--- src/rtl/sar_seq.sv ---
module sar_seq #(
  parameter int RES_W      = 8,
  parameter int CONV_CYC   = 32,
  parameter int SAMPLE_CYC = 12,
  parameter int WARM_W     = 16
) (
  input  logic                 clk,
  input  logic                 rst_n,
  input  logic                 pwr_wr,
  input  logic                 pwr_wdata,
  input  logic [WARM_W-1:0]    warm_limit,
  input  logic                 ctl_wr,
  input  logic [5:0]           ctl_wdata,
  output logic [7:0]           ctl_rdata,
  input  logic                 cmp_in,
  output logic                 sample_sw,
  output logic [RES_W-1:0]     dac_bits,
  output logic [2:0]           chan_sel,
  output logic [4*RES_W-1:0]   results
);
  localparam int CNT_W     = $clog2(CONV_CYC);
  localparam int TRIAL_LEN = 2 * RES_W;
  localparam logic [CNT_W-1:0] CNT_LAST = CNT_W'(CONV_CYC - 1);

  logic              pwr;
  logic [WARM_W-1:0] warm_cnt;
  logic [5:0]        ctl;
  logic              done, run;
  logic [CNT_W-1:0]  cnt;
  logic [1:0]        slot;
  logic [RES_W-1:0]  sar, sar_nx, trial;
  logic [RES_W-1:0]  res [4];
  logic              ready, active, in_trial, last;
  int                off;

  assign ready     = pwr && (warm_cnt == warm_limit);
  assign active    = run && ready;
  assign sample_sw = active && (int'(cnt) < SAMPLE_CYC);
  assign dac_bits  = active ? sar : '0;
  assign chan_sel  = ctl[4] ? {ctl[2], slot} : ctl[2:0];
  assign ctl_rdata = {done, 1'b0, ctl};

  always_comb begin
    off      = int'(cnt) - SAMPLE_CYC;
    in_trial = active && (off >= 0) && (off < TRIAL_LEN);
    trial    = '0;
    if (in_trial) trial[RES_W - 1 - off / 2] = 1'b1;
    last     = in_trial && (off == TRIAL_LEN - 1);
    if (!in_trial)   sar_nx = sar;
    else if (!off[0]) sar_nx = sar | trial;
    else              sar_nx = cmp_in ? sar : (sar & ~trial);
  end

  always_ff @(posedge clk or negedge rst_n) begin
    if (!rst_n) begin
      pwr      <= 1'b0;
      warm_cnt <= '0;
    end else if (pwr_wr) begin
      pwr      <= pwr_wdata;
      warm_cnt <= '0;
    end else if (pwr && warm_cnt != warm_limit) begin
      warm_cnt <= warm_cnt + 1'b1;
    end
  end

  always_ff @(posedge clk or negedge rst_n) begin
    if (!rst_n) begin
      ctl  <= '0;
      done <= 1'b0;
      run  <= 1'b0;
      cnt  <= '0;
      slot <= '0;
      sar  <= '0;
      for (int i = 0; i < 4; i++) res[i] <= '0;
    end else if (ctl_wr) begin
      ctl  <= ctl_wdata;
      done <= 1'b0;
      run  <= 1'b1;
      cnt  <= '0;
      slot <= '0;
      sar  <= '0;
    end else if (pwr_wr && !pwr_wdata) begin
      run  <= 1'b0;
      cnt  <= '0;
      slot <= '0;
      sar  <= '0;
    end else if (active) begin
      sar <= sar_nx;
      if (last) res[slot] <= sar_nx;
      if (cnt == CNT_LAST) begin
        cnt  <= '0;
        sar  <= '0;
        slot <= slot + 1'b1;
        if (slot == 2'd3) begin
          done <= 1'b1;
          if (!ctl[5]) run <= 1'b0;
        end
      end else begin
        cnt <= cnt + 1'b1;
      end
    end
  end

  for (genvar k = 0; k < 4; k++) begin : g_res
    assign results[k*RES_W +: RES_W] = res[k];
  end
endmodule

--- config.mk ---
export PLATFORM = sky130hd
export DESIGN_NAME = sar_seq
export DESIGN_NICKNAME = d
export VERILOG_FILES = /design/src/rtl/sar_seq.sv
export SDC_FILE = /design/constraint.sdc
export NUM_CORES = 1
export LEC_CHECK = 0
export BUFFER_PORTS_ARGS = -buffer_cell sky130_fd_sc_hd__buf_4
export CORE_MARGIN = 2
export CORE_UTILIZATION = 60
export CTS_CLUSTER_DIAMETER = 150
export DETAILED_ROUTE_END_ITERATION = 8
export PLACE_DENSITY = 0.86
export SLEW_MARGIN = 10
export SYNTH_ARGS = -nofsm -noshare
export SYNTH_HDL_FRONTEND = slang
export SYNTH_SLANG_ARGS = --single-unit
--- constraint.sdc ---
create_clock -name clk -period 10.7 [get_ports clk]
set_input_delay 2.14 -clock clk [delete_from_list [all_inputs] [get_ports clk]]
set_output_delay 2.14 -clock clk [all_outputs]
set_load 0.01 [all_outputs]
Yosys cells after proc, flatten, opt, wreduce, memory -nomap -nowiden
Cells that the tools add are included.
- flip-flop bits (word level): 72
- input port bits: 28
- output and inout port bits: 52
- logic and storage cells: 97
- add/subtract/negate cells: 6
- magnitude comparators: 7
- equal/unequal tests: 7
- mux-type cells: 36
- bitwise gates (word level): 7
- reductions and logical operators: 22
- operators by type and width (cell ; count):
    two-way mux 8 bit ; 10
    adder 32 x 1 -> 32 bit ; 1
    bitwise mux 32 bit ; 1
    >= comparator 32 x 1 -> 1 bit (second input constant) ; 1
    less-than comparator 32 x 5 -> 1 bit (second input constant) ; 1
    two-way mux 16 bit ; 2
    subtractor 4 x 32 -> 32 bit (first input constant) ; 1
    two-way mux 5 bit ; 4
    adder 16 x 1 -> 16 bit (second input constant) ; 1
    demux 8 bit (select 2 bit) ; 1
    == test 16 bit ; 1
    != test 16 bit ; 1
    two-way mux 1 bit ; 12
    AND reduction 4 bit ; 3
    logical AND 1 bit ; 10
    two-way mux 2 bit ; 5
    nonzero test 3 bit ; 3
    AND 8 bit ; 1
    NOT 8 bit ; 1
    bitwise OR 8 bit ; 1
    nonzero test 2 bit ; 4
    == test 6 x 5 -> 1 bit (second input constant) ; 1
    >= comparator 6 x 1 -> 1 bit (second input constant) ; 1
    less-than comparator 6 bit (second input constant) ; 1
    other kinds (16) ; 17

Longest topological paths before layout
- depth in word-level cells: 18
- gate-level depth with buffers: 16
- mapped depth without buffers: 15

Least setup slack after synthesis
Ideal clock, no wire load.
- kind: input to output
- start point: in warm_limit[12]
- end point: out dac_bits[0]
- arrival: 3.410 ns
- data required time: 8.560 ns
- slack: 5.150 ns
- stages on the path: 6
- buffers on the path: 1
- cell sequence: xor2_1 nor4_2 and4_4 buf_12 nand2_1 nor2_1
- word-level cells in the longest chain between the ends: 4
- RTL lines (what ; line ; RTL):
    from (decl) ; 11 ; input logic [WARM_W-1:0] warm_limit,
    == test 16 bit ; 36 ; assign ready = pwr && (warm_cnt == warm_limit);
    logical AND 1 bit ; 36 ;
    logical AND 1 bit ; 37 ; assign active = run && ready;
    two-way mux 8 bit ; 39 ; assign dac_bits = active ? sar : '0;
    to (decl) ; 17 ; output logic [RES_W-1:0] dac_bits,
Every way passes these cells.

Final worst setup path
- start point: in warm_limit[7]
- end point: out dac_bits[1]
Same word-level chain as after synthesis.

==> results by group <==
Global routing
  – Largest net degree at the start of global routing: 73
  – Grt met2 use: 42.70%
  – Remaining Overflow, GRT: 0
  – GRT Overall Usage: 27.18%
  – First-pass GRT wire length: 16.03 mm
  – Vias in the first global route: 3201
  – GR Util met3: 7.488%
  – Routing usage on met1: 37.51%
  – GRT busiest layer: met2
  – Initial antenna violation count: 0

Power
  – P_leak: 2.374 nW
  – Peak VDD IR: 86.26 uV
  – Total power: 529.0 uW
  – Pwr dens: 107.1 nW/um^2

Timing
  – Slew @ Worst Pin: 894.5 ps
  – Fmax achieved: 0.1668 GHz
  – Worst slew margin: 40.37%
  – RSZ-0062 raised after global routing: false
  – Fin Clk Skew: 12.93 ps
  – Fin crit period: 5994 ps
  – Final Hold Vio Count: 0
  – Final setup fails: 0
  – Sum of negative setup slack: 0 ps
  – Slew Viols, Final: 0
  – Final Cycle Share: 56.02%

Worst setup path
  – Critical path startpoint category: input port
  – Worst Path Max Fanout: 21
  – Crit path cell chain: buf_4, xor2_1, nor4_2, and4_4, nand2_1, nor2_1, buf_4
  – Data arrival, critical path: 3850 ps
  – Slowest cell on crit path: and4_4
  – Most frequent CP cell: buf_4
  – Crit Path Category: input port to primary output
  – Crit. End Element: primary output
  – Worst endpoint required time: 8560 ps
  – CP max stage delay: 490 ps

Placed design
  – Port bufs: 78
  – Routability cong.: 0.8493
  – HPWL Detailed: 6.919 mm

Yosys
  – Synth Instances: 388
  – Post-synthesis sequential area ratio: 43.22%
  – Largest area contributor in the netlist: dfrtp_1
  – Mapped Avg Cell Area: 10.74 sq um
  – Synth area leaders: dfrtp_1, mux2_2, ha_1
  – Asr flop ratio synth: 100.0%
  – Mapped Nets: 434
  – Top cells by count, synth: dfrtp_1, mux2_2, nor2_1
  – Synth warnings: 0
  – Post-synth top flop: dfrtp_1
  – Most numerous cell in the Yosys netlist: dfrtp_1
  – Post-Syn Area: 4169 sq um
  – FF+latch count, synth: 72
  – Post-synth EDFFs: 0
  – Post-synth cell types: 61
  – Top cell type's share of synthesized area: 43.22%

Drt
  – Number of DRC markers in iteration 0: 399
  – Total wire length: 9.467 mm
  – ANT nets after route: 0
  – Vias per std cell: 5.897
  – Via Count: 3220
  – Routed len/inst: 17.34 um
  – DR DRC count: 0
  – TritonRoute pass-1 iters: 4

Clocking
  – CTS Hold Bufs: 0
  – CTS Root Cell: clkbuf_8
  – Post-CTS Setup Bufs: 0
  – Clock-pin slew on the worst setup and hold paths: 90 ps
  – CTS Buf Count: 9
  – Num Clock Sinks: 72
  – Post-CTS resize count: 0
  – CTS tree: yes
  – H-tree levels: 3
  – Clock Path Buffers: 2
  – Clk_lat worst skew: 360 ps

Hold path
  – Worst hold path type: flip-flop to flip-flop

Cells and area
  – Share of cells above drive strength 1: 32.19%
  – FILL cells: 463
  – N_diodes: 0
  – Area growth syn-to-layout: 18.43%
  – Final nets: 507

Flow run
  – Total of max-cap violations: 0

Floorplan
  – I/O pins: 80
  – CORE AREA: 6756 sq um
  – Die height: 87.36 um
  – Initial Util: 61.70%
  – Core Rows: 30
  – Total die area: 7631 sq um
  – Die W: 87.36 um

Outcome
  – Status: finished, final reports clean
-- metal layers --
metal | up-vias | wire length, um
met3 | 17 | 592
met1 | 1547 | 4233
li1 | 1531 | -
met5 | - | 0
met4 | 0 | 106
met2 | 125 | 4535
-- worst max-delay path, delay by kind of cell --
family	cells	cell delay, ps
buffers and inverters	2	250
XOR/XNOR	1	160
AND/OR/NAND/NOR	4	1300
-- area by class of cell --
type	count	area [sq um]	share of cell area [%]
clock buffers	9	123.9	2.509
clock inverters	7	63.81	1.292
inverters	20	75.07	1.521
multi-input cells	280	2187	44.30
flip-flops and latches	72	1802	36.49
well taps	80	100.1	2.027
repair buffers	78	585.6	11.86
-- cells by family (layout without fill, tap and decap cells) --
group | count (synthesis) | count (layout) | synth area share, %
xor gates and xnor gates | 25 | 25 | 5.432
buffers and inverters | 36 | 114 | 4.322
muxes | 46 | 46 | 12.39
AOI/OAI and AO/OA | 53 | 53 | 9.604
adders and majority gates | 18 | 18 | 5.402
other | 1 | 1 | 0.08995
DFF | 72 | 72 | 43.22
and+or+nand+nor | 137 | 137 | 19.54
-- flip-flops by register name, indices dropped and copies added, names as in the netlist --
signal	count
pwr	1
run	1
results	32
sar	8
cnt	5
done	1
slot	2
ctl	6
warm_cnt	16
-- where the power goes --
group	leakage (nW)	total, mW	switching, mW	internal, mW
clock	0.0899	0.205	0.116	0.0888
sequential	0.985	0.281	0.00539	0.276
combinational	1.30	0.0426	0.0233	0.0193
total	2.37	0.529	0.145	0.384
-- layout by cell type, fill, tap and decap left out, types with 3 or more instances in the layout --
cell type / netlist / final
mux2_1: 15 / 15
nor4_2: 3 / 3
o31ai_1: 4 / 4
nand3_1: 13 / 13
dfrtp_1: 72 / 72
ha_1: 18 / 18
o2bb2ai_1: 3 / 3
nor2_1: 27 / 27
nand2_2: 3 / 3
nor4_1: 4 / 4
and3_1: 9 / 9
or4_1: 5 / 5
a21oi_1: 9 / 9
o21ai_1: 6 / 6
nor3_1: 10 / 10
o21ai_0: 7 / 7
buf_4: 4 / 78
nor2b_1: 3 / 3
nand4_1: 7 / 7
inv_1: 20 / 20
xnor2_1: 3 / 3
o22ai_1: 5 / 5
xor2_1: 21 / 21
clkbuf_8: 0 / 9
or2_2: 3 / 3
mux2_2: 30 / 30
nand2_1: 26 / 26
o2111a_1: 3 / 3
and2_1: 5 / 5
-- path summary, 6_finish.rpt --
kind	start	end	slack [ps]	cells past startpoint
worst max-delay path	warm_limit[7]	dac_bits[1]	4710	7
worst min register to register	results[23]	results[23]	510	1
worst max register to register	cnt[3]	results[30]	6770	15
worst min-delay path	results[23]	results[23]	510	1
min in group asynchronous	rst_n	warm_cnt[12]	1900	1
max in group asynchronous	rst_n	cnt[2]	8210	1
-- stage by stage --
step	worst slack, ps	cells	utilization, %	area [sq um]	hold WS [ps]
3_5_place_dp	4705	530	70.30	4750	486.5
5_1_grt	4535	546	73.07	4937	526.2
2_1_floorplan	5150	388	-	4169	499.6
3_3_place_gp	4791	530	70.30	4750	478.3
4_1_cts	4708	546	73.07	4937	508.3
6_report	4706	546	73.07	4937	505.1
(Power assumes the default switching activity.)
